===== config.mk =====
export PLATFORM = sky130hd
export DESIGN_NAME = dual_port_display_select
export DESIGN_NICKNAME = d
export VERILOG_FILES = /design/src/rtl/dps_pkg.sv /design/src/rtl/dps_sync.sv /design/src/rtl/dps_ctrl.sv /design/src/rtl/dps_path.sv /design/src/rtl/dual_port_display_select.sv
export SDC_FILE = /design/constraint.sdc
export NUM_CORES = 1
export LEC_CHECK = 0
export BUFFER_PORTS_ARGS = -buffer_cell sky130_fd_sc_hd__buf_2
export CORE_MARGIN = 1.5
export CORE_UTILIZATION = 48
export DETAILED_ROUTE_END_ITERATION = 8
export HOLD_SLACK_MARGIN = 0.05
export PLACE_DENSITY = 0.71
export RECOVER_POWER = 50
export SLEW_MARGIN = 20
export SYNTH_ARGS = -nofsm -noshare
export SYNTH_HDL_FRONTEND = slang
export SYNTH_SLANG_ARGS = --single-unit

===== constraint.sdc =====
create_clock -name clk -period 1.6 [get_ports clk]
set_clock_uncertainty 0.05 [all_clocks]
set_input_delay 0.24 -clock clk [delete_from_list [all_inputs] [get_ports clk]]
set_output_delay 0.24 -clock clk [all_outputs]
set_load 0.05 [all_outputs]

===== src/rtl/dps_pkg.sv =====
package dps_pkg;

  // Index of each connector inside monPresent / pathEn
  localparam int NUM_PORTS = 2;

  typedef enum logic [2:0] {
    ST_BOOT = 3'd0,
    ST_EVAL = 3'd1,
    ST_GAP  = 3'd2,
    ST_HOLD = 3'd3,
    ST_OFF  = 3'd4
  } selState_t;

  // Strobes from control to datapath
  typedef struct packed {
    logic clearPath;  // drop the enabled path
    logic loadPath;   // latch portSel and enable it
    logic portSel;    // 0 = connector 1, 1 = connector 2
  } selStrobe_t;

endpackage


===== src/rtl/dps_sync.sv =====
module dps_sync #(
  parameter int WIDTH       = 2,
  parameter int SYNC_STAGES = 2
) (
  input  logic             clk,
  input  logic             rstN,
  input  logic [WIDTH-1:0] asyncIn,
  output logic [WIDTH-1:0] syncOut
);

  logic [WIDTH-1:0] stg [SYNC_STAGES];

  always_ff @(posedge clk or negedge rstN) begin
    if (!rstN) stg[0] <= '0;
    else       stg[0] <= asyncIn;
  end

  for (genvar i = 1; i < SYNC_STAGES; i++) begin : g_stage
    always_ff @(posedge clk or negedge rstN) begin
      if (!rstN) stg[i] <= '0;
      else       stg[i] <= stg[i-1];
    end
  end

  assign syncOut = stg[SYNC_STAGES-1];

endmodule


===== src/rtl/dps_ctrl.sv =====
module dps_ctrl
  import dps_pkg::*;
#(
  parameter int BOOT_CYCLES = 4
) (
  input  logic                 clk,
  input  logic                 rstN,
  input  logic                 chipEnN,
  input  logic                 syncMode,
  input  logic                 syncPrio,
  input  logic [NUM_PORTS-1:0] monPresent,
  input  logic                 pathOn,
  input  logic                 curPort,
  output selStrobe_t           strb
);

  localparam int CNT_W = $clog2(BOOT_CYCLES + 1);
  localparam logic [CNT_W-1:0] BOOT_LAST = CNT_W'(BOOT_CYCLES - 1);

  selState_t state, nextState;
  logic [CNT_W-1:0] bootCnt;
  logic lastMode, lastPrio;
  logic chosenPrev, wasHold;
  logic wantPort, chosenLost, reEval;

  // Port the current inputs ask for
  always_comb begin
    if (syncMode)                 wantPort = syncPrio;
    else if (monPresent == 2'b01) wantPort = 1'b0;
    else if (monPresent == 2'b10) wantPort = 1'b1;
    else                          wantPort = syncPrio;
  end

  assign chosenLost = wasHold & chosenPrev & ~monPresent[curPort];
  assign reEval = chosenLost | (syncMode != lastMode) | (syncPrio != lastPrio);

  always_comb begin
    nextState = state;
    strb      = '0;
    if (state == ST_BOOT) begin
      if (bootCnt == BOOT_LAST) nextState = ST_EVAL;
    end else if (chipEnN) begin
      strb.clearPath = 1'b1;
      nextState      = ST_OFF;
    end else begin
      unique case (state)
        ST_EVAL: begin
          if (pathOn && (wantPort != curPort)) begin
            strb.clearPath = 1'b1;
            nextState      = ST_GAP;
          end else begin
            strb.loadPath = 1'b1;
            strb.portSel  = wantPort;
            nextState     = ST_HOLD;
          end
        end
        ST_GAP: begin
          strb.loadPath = 1'b1;
          strb.portSel  = wantPort;
          nextState     = ST_HOLD;
        end
        ST_HOLD: if (reEval) nextState = ST_EVAL;
        ST_OFF:  nextState = ST_EVAL;
        default: nextState = ST_EVAL;
      endcase
    end
  end

  always_ff @(posedge clk or negedge rstN) begin
    if (!rstN) begin
      state      <= ST_BOOT;
      bootCnt    <= '0;
      lastMode   <= 1'b0;
      lastPrio   <= 1'b0;
      chosenPrev <= 1'b0;
      wasHold    <= 1'b0;
    end else begin
      state      <= nextState;
      chosenPrev <= monPresent[curPort];
      wasHold    <= (state == ST_HOLD);
      if (state == ST_BOOT) bootCnt <= bootCnt + 1'b1;
      if (strb.loadPath) begin
        lastMode <= syncMode;
        lastPrio <= syncPrio;
      end
    end
  end

  // boot phase never outlasts its window
  p_boot_window_r1: assert property (@(posedge clk) disable iff (!rstN)
    (state == ST_BOOT) |-> (bootCnt < CNT_W'(BOOT_CYCLES)))
    else $error("boot window exceeded");

  // a synchronized level differing from its snapshot leaves HOLD
  p_level_event_r8: assert property (@(posedge clk) disable iff (!rstN)
    (state == ST_HOLD && !chipEnN && (syncPrio != lastPrio)) |=> (state == ST_EVAL))
    else $error("priority change not acted on");

endmodule


===== src/rtl/dps_path.sv =====
module dps_path
  import dps_pkg::*;
(
  input  logic                 clk,
  input  logic                 rstN,
  input  selStrobe_t           strb,
  input  logic [NUM_PORTS-1:0] monPresent,
  output logic                 pathOn,
  output logic                 curPort,
  output logic [NUM_PORTS-1:0] pathEn,
  output logic                 statusDriveLow
);

  always_ff @(posedge clk or negedge rstN) begin
    if (!rstN) begin
      pathOn  <= 1'b0;
      curPort <= 1'b0;
    end else if (strb.clearPath) begin
      pathOn <= 1'b0;
    end else if (strb.loadPath) begin
      pathOn  <= 1'b1;
      curPort <= strb.portSel;
    end
  end

  assign pathEn[0]      = pathOn & ~curPort;
  assign pathEn[1]      = pathOn &  curPort;
  assign statusDriveLow = pathOn & monPresent[curPort];

  // at most one connector driven
  p_onehot_path_r10: assert property (@(posedge clk) disable iff (!rstN)
    $onehot0(pathEn))
    else $error("two paths enabled");

  // control never loads a different port over a live path
  p_gap_before_switch_r10: assert property (@(posedge clk) disable iff (!rstN)
    (strb.loadPath && pathOn) |-> (strb.portSel == curPort))
    else $error("port switched without gap");

endmodule


===== src/rtl/dual_port_display_select.sv =====
module dual_port_display_select
  import dps_pkg::*;
#(
  parameter int BOOT_CYCLES = 4,
  parameter int SYNC_STAGES = 2
) (
  input  logic       clk,
  input  logic       rstN,
  input  logic       chipEnN,
  input  logic       modeSel,
  input  logic       prioSel,
  input  logic [1:0] monPresent,
  output logic [1:0] pathEn,
  output logic       statusDriveLow
);

  logic [1:0] syncLvl;
  logic       pathOn, curPort;
  selStrobe_t strb;

  dps_sync #(.WIDTH(2), .SYNC_STAGES(SYNC_STAGES)) u_sync (
    .clk     (clk),
    .rstN    (rstN),
    .asyncIn ({modeSel, prioSel}),
    .syncOut (syncLvl)
  );

  dps_ctrl #(.BOOT_CYCLES(BOOT_CYCLES)) u_ctrl (
    .clk        (clk),
    .rstN       (rstN),
    .chipEnN    (chipEnN),
    .syncMode   (syncLvl[1]),
    .syncPrio   (syncLvl[0]),
    .monPresent (monPresent),
    .pathOn     (pathOn),
    .curPort    (curPort),
    .strb       (strb)
  );

  dps_path u_path (
    .clk            (clk),
    .rstN           (rstN),
    .strb           (strb),
    .monPresent     (monPresent),
    .pathOn         (pathOn),
    .curPort        (curPort),
    .pathEn         (pathEn),
    .statusDriveLow (statusDriveLow)
  );

  // disabled block drives nothing one clock later
  p_chip_off_r7: assert property (@(posedge clk) disable iff (!rstN)
    chipEnN |=> (pathEn == 2'b00 && !statusDriveLow))
    else $error("path active while disabled");

  // status only for a present display on the enabled path
  p_status_on_chosen_r6: assert property (@(posedge clk) disable iff (!rstN)
    statusDriveLow |-> ((pathEn[0] && monPresent[0]) || (pathEn[1] && monPresent[1])))
    else $error("status without display");

  // an enabled path is either kept or dropped, never swapped directly
  p_no_direct_swap_r10: assert property (@(posedge clk) disable iff (!rstN)
    (pathEn != 2'b00) |=> (pathEn == 2'b00 || $stable(pathEn)))
    else $error("direct path swap");

endmodule


==> results of run 1 <==
## logic make-up after synthesis
| group | Yosys count | synth area share [%] |
|---|---|---|
| xor+xnor | 4 | 4.71 |
| simple gates | 26 | 17.0 |
| mux | 4 | 5.88 |
| fa+ha+maj | 2 | 3.36 |
| compound gates | 11 | 11.9 |
| flops | 16 | 53.8 |
| buf+inv | 6 | 3.36 |
## critical path, cell delays in order, from the launching register on
cell	delay (ps)
dfrtp_1	380
o21bai_1	150
a22oi_1	230
xnor2_1	140
o21ai_2	180
mux2_1	330
## area by class of cell
class                   instances  area [µm²]
inverters                       4        15.0
multi-input cells              47         334
repair buffers                 22         149
clock buffers                   3        22.5
fillers                       130         529
well taps                      16        20.0
flip-flops and latches         16         402
## repair_timing
| action | in CTS | in global routing |
|---|---|---|
| pin swaps | 0 | 4 |
| buffers inserted | 0 | 2 |
| endpoints found under the setup margin | 2 | 5 |
| endpoints found under the hold margin | 18 | 0 |
| resized for setup | 2 | 4 |
| hold buffers | 3 | 0 |
## power by group through the flow
stage,Combinational (mW),Sequential [mW],Clock [mW]
3_5_place_dp,0.704,0.664,0
5_1_grt,0.859,0.679,0.228
4_1_cts,0.738,0.658,0.213
3_3_place_gp,0.684,0.649,0
2_1_floorplan,0.507,0.626,0
6_report,0.771,0.661,0.209
## layer usage
layer,part of all wire [%],global-route usage (%),vias to the layer above
li1,-,-,285
met1,45,25.6,254
met2,48,27.1,20
met3,5.4,3.88,4
met4,1.7,7.50,0
met5,0,0,-
## state kept, by name (all words and copies together), names as in the netlist
| register | flops |
|---|---|
| u_ctrl.state | 3 |
| u_sync.stg | 2 |
| u_sync.syncOut | 2 |
| u_ctrl.bootCnt | 3 |
| u_ctrl.wasHold | 1 |
| u_ctrl.chosenPrev | 1 |
| u_ctrl.lastPrio | 1 |
| u_path.pathOn | 1 |
| u_path.curPort | 1 |
| u_ctrl.lastMode | 1 |
## per-stage QoR
stage / setup WS (ps) / hold WS, ps / setup TNS (ps) / instance area, µm² / cells
2_1_floorplan: 43.0 / -106 / 0 / 744 / 69
3_3_place_gp: 42.3 / 113 / 0 / 860 / 100
3_5_place_dp: -6.71 / 117 / -6.71 / 860 / 100
4_1_cts: 6.83 / 177 / 0 / 920 / 106
5_1_grt: -53.4 / 255 / -97.2 / 942 / 108
6_report: 39.0 / 260 / 0 / 942 / 108
## cells in the mapped netlist
library cell	number
a22oi_1	1
dfrtp_1	16
nor2b_1	2
or2b_1	2
inv_1	4
o21bai_1	1
a21oi_1	2
a21o_1	1
or4_1	1
a211oi_4	1
xnor2_1	2
ha_1	2
nor3_1	3
nor4_1	2
o21ai_0	2
mux2_1	2
buf_2	1
nand2_1	7
mux2i_1	1
o211ai_1	1
clkbuf_2	1
nor2_1	7
nand3_1	1
o21ai_2	1
nand2b_1	1
xor2_1	2
mux2_2	1
a41o_1	1
## worst paths after layout
path	startpoint	end	slack, ps	cells after the start
min in group asynchronous	rstN	u_sync.syncOut[0]	510	2
max reg2reg	u_sync.syncOut[0]	u_ctrl.lastMode	40	5
max in group asynchronous	rstN	u_ctrl.state[1]	430	2
max	u_sync.syncOut[0]	u_ctrl.lastMode	40	5
min	chipEnN	u_ctrl.state[2]	260	2
min reg2reg	u_sync.stg[2]	u_sync.syncOut[0]	300	0
==> impl_metrics.toml, run 1 <==
[timing]
slew_headroom_pct = 44.9
max_freq_mhz = 641
finalMaxSlewViolations = 0
setup_viol = 0
rsz0062_at_grt = "true"
fin_crit_ps = 1560
worstMarginPinSlew_ps = 826
post-route-period-util_pct = 97.6
finalHoldViolations = 0

[grt]
antenna_found_initial = 0
grt_usage_pct = 18.1
grt_pass1_vias = 531
gr-total-overflow = 0
grt_start_max_net_pins = 17
grt_pass1_wl_um = 2350

[worst_setup_path]
critPathCaptureType = "flip-flop"
crit_required_ps = 1720
critPathKind = "flip-flop to flip-flop"
crit_arrival_ps = 1690
cp_max_fo = 2
setup.worst_path.start_class = "flip-flop"

[clocking]
ctsLongestPathBuffers = 2
insertion_delay_ps = 280
numCtsBuffers = 3
clkSinkCount = 16
clk_pin_slew_ps = 90
cts-root-buf = "clkbuf_4"
cts_max_level = 1
cts_tree = "yes"

[floorplan]
die_area_um2 = 1800
start_util_pct = 50.6
core_area_um2 = 1470
fp-row-count = 14
die_y_um = 42.4
fp.dieW_um = 42.4
ios = 10

[logic_synthesis]
ys_ff_latch = 16
yosysTopAreaCellShare_pct = 53.8
synth_area_leaders = "dfrtp_1 54%, nand2_1 3.5%, nor2_1 3.5%, ha_1 3.4%, mux2_1 3.0%"
ys_warn_count = 0
netlist_instances = 69
synth_nets = 78
synth.avg_cell_area_um2 = 10.8
synth_top_area_cell = "dfrtp_1"
synthDistinctLibCells = 28
synth_area_um2 = 744
ys_seq_area_share_pct = 53.8

[drt]
via_per_inst = 5.21
dr.first_iter.drc_count = 10
drt_first_pass_iters = 4
drt-total-wl_um = 1380
drc = 0
ant_nets = 0
vias = 563
detail_route.wl_per_cell_um = 12.8

[pwr]
power_leakage_nw = 0.460
power_switching_mw = 0.631
p_int_mw = 1.01
power.total_mw = 1.64
cellPowerDensity_nw_per_um2 = 1740
worst_ir_drop_vdd_uv = 909
comb_power_share_pct = 47.0
clkPwrFrac_pct = 12.7
p_sw_share_pct = 38.4
seqPwrFrac_pct = 40.3

[finish]
layout_common_cells = "15 x dfrtp_1, 10 x buf_4, 8 x buf_2"
final_common_cell = "dfrtp_1"
postLayoutCoreUtil_pct = 64.0
area_growth_pct = 26.6
final_nets = 103
drive_above_1_share_pct = 31.5
n_antenna_cell = 0

[place]
dp_hpwl_um = 991
port_buffers = 9
gp_congestion = 0.818

[worst_hold_path]
hold_class = "input port to flip-flop"

[outcome]
status = "finished, final reports clean"

[run]
drv_cap = 0
Power figures use the tool's default switching activity.
==> inputs of run 2 (changes only) <==
==> constraint.sdc (replaced) <==
create_clock -name clk -period 1.4 [get_ports clk]
set_clock_uncertainty 0.05 [all_clocks]
set_input_delay 0.21 -clock clk [delete_from_list [all_inputs] [get_ports clk]]
set_output_delay 0.21 -clock clk [all_outputs]
set_load 0.05 [all_outputs]
==> impl_metrics.toml, run 2 (synthesis results as in run 1) <==
[outcome]
status = "finished, violations left"
violations = "setup timing"

[worst_setup_path]
startpoint = "u_sync.syncOut[0]"
critPathCapture = "u_ctrl.lastMode"
crit_chain = "o21bai_4 -> a22oi_2 -> xnor2_2 -> o21ai_2 -> mux2_1"
ff2ff_path_depth = 5
max_stage_delay_ps = 400
r2r_setup_slack_ps = -180
reg2reg_to = "u_ctrl.lastMode"
cp_max_fo = 2
critPathCaptureType = "flip-flop"
slowest_stage = "dfrtp_1"
setup.worst_path.start_class = "flip-flop"
critPathKind = "flip-flop to flip-flop"
crit_required_ps = 1510
crit_arrival_ps = 1680
timing.rr.start = "u_sync.syncOut[0]"

[drt]
dr.first_iter.drc_count = 7
vias = 610
ant_nets = 0
drt_first_pass_iters = 3
detail_route.wl_per_cell_um = 12.2
via_per_inst = 5.04
drc = 0
drt-total-wl_um = 1480

[floorplan]
die_y_um = 42.4
core_area_um2 = 1470
die_area_um2 = 1800
start_util_pct = 50.6
fp.dieW_um = 42.4
ios = 10
fp-row-count = 14

[finish]
reg_top3 = "u_ctrl.bootCnt (3), u_ctrl.state (3)"
drive_above_1_share_pct = 49.5
area_growth_pct = 52.4
postLayoutCoreUtil_pct = 77.1
final_common_cell = "buf_4"
n_antenna_cell = 0
final_nets = 115
fill_cells = 94
layout_common_cells = "19 x buf_4, 14 x dfrtp_1, 6 x nand2_1, 6 x buf_6, 5 x buf_2"

[grt]
grt_pass1_wl_um = 2550
gr-total-overflow = 0
grt_util_met3_pct = 3.88
grt_usage_pct = 19.5
grt_start_max_net_pins = 17
antenna_found_initial = 0
grt_use_met1_pct = 28.4
use_met2_pct = 28.6
gr-max-usage-layer = "met2"
grt_pass1_vias = 578

[timing]
setup_slack_ps = -177
timing.hold.ws_ps = 294
finalHoldViolations = 0
rsz0062_at_grt = "true"
worstMarginPinSlew_ps = 856
post-route-period-util_pct = 113
setup_viol = 6
max_freq_mhz = 634
fin_crit_ps = 1580
slew_headroom_pct = 43.0
finalMaxSlewViolations = 0

[pwr]
worst_ir_drop_vdd_uv = 1140
power_leakage_nw = 0.539
cellPowerDensity_nw_per_um2 = 1980

[clocking]
cts_max_level = 1
clk_pin_slew_ps = 80
ctsLongestPathBuffers = 2
numCtsBuffers = 3
cts-root-buf = "clkbuf_4"
cts_tree = "yes"
clkSinkCount = 16
insertion_delay_ps = 280

[place]
port_buffers = 9
dp_hpwl_um = 934
gp_congestion = 0.870

[worst_hold_path]
hold_class = "input port to flip-flop"

[run]
drv_cap = 0
==> run 2: report_power, final <==
| group | switching [mW] | internal [mW] | leakage [nW] |
|---|---|---|---|
| clock network | 0.136 | 0.158 | 0.0210 |
| logic | 0.554 | 0.650 | 0.327 |
| registers | 0.126 | 0.622 | 0.191 |
| total | 0.816 | 1.43 | 0.539 |
==> run 2: per-layer routing <==
layer,vias up,wire [µm]
met3,4,42
li1,306,-
met5,-,0
met2,9,739
met4,0,33
met1,291,667
==> run 2: how the worst min path moves through the flow <==
stage	cells after the start	endpoint	start	slack, ps
after floorplan	0	u_ctrl.bootCnt[0]	rstN	-140
after global placement	1	u_sync.stg[3]	rstN	80
after detailed placement	1	u_sync.syncOut[1]	rstN	90
after CTS	3	u_path.curPort	monPresent[1]	270
after global routing	4	u_ctrl.chosenPrev	monPresent[1]	300
final	4	u_ctrl.chosenPrev	monPresent[1]	290
==> run 2: layout make-up <==
| cell class | count | area (µm²) | share of cell area [%] |
|---|---|---|---|
| timing repair buffer | 34 | 269 | 23.7 |
| multi-input combinational | 47 | 392 | 34.5 |
| inverter | 4 | 15.0 | 1.32 |
| clock buffer | 4 | 36.3 | 3.20 |
| sequential | 16 | 403 | 35.5 |
| tap | 16 | 20.0 | 1.76 |
==> run 2: worst max-delay path: cells and delay by family (launching register included) <==
| family | cells | cell delay (ps) |
|---|---|---|
| flip-flops | 1 | 400 |
| AO/OA/AOI/OAI | 3 | 550 |
| multiplexers | 1 | 340 |
| XOR/XNOR | 1 | 120 |
==> run 2: what timing repair did <==
action | CTS | global route
setup endpoints to repair | 8 | 9
endpoints found under the hold margin | 18 | 0
hold buffers | 3 | 0
pin swaps | 1 | 1
gates resized for setup | 18 | 9
setup buffers | 7 | 2
cloned | 0 | 0
==> run 2: stage by stage <==
step / worst slack (ps) / setup TNS [ps] / instances / instance area [µm²] / power [mW]
2_1_floorplan: -134 / -480 / 69 / 747 / 1.30
6_report: -177 / -620 / 121 / 1130 / 2.25
3_5_place_dp: -172 / -629 / 105 / 900 / 1.61
4_1_cts: -131 / -477 / 119 / 1080 / 2.15
5_1_grt: -225 / -1130 / 121 / 1130 / 2.42
3_3_place_gp: -161 / -604 / 105 / 900 / 1.59
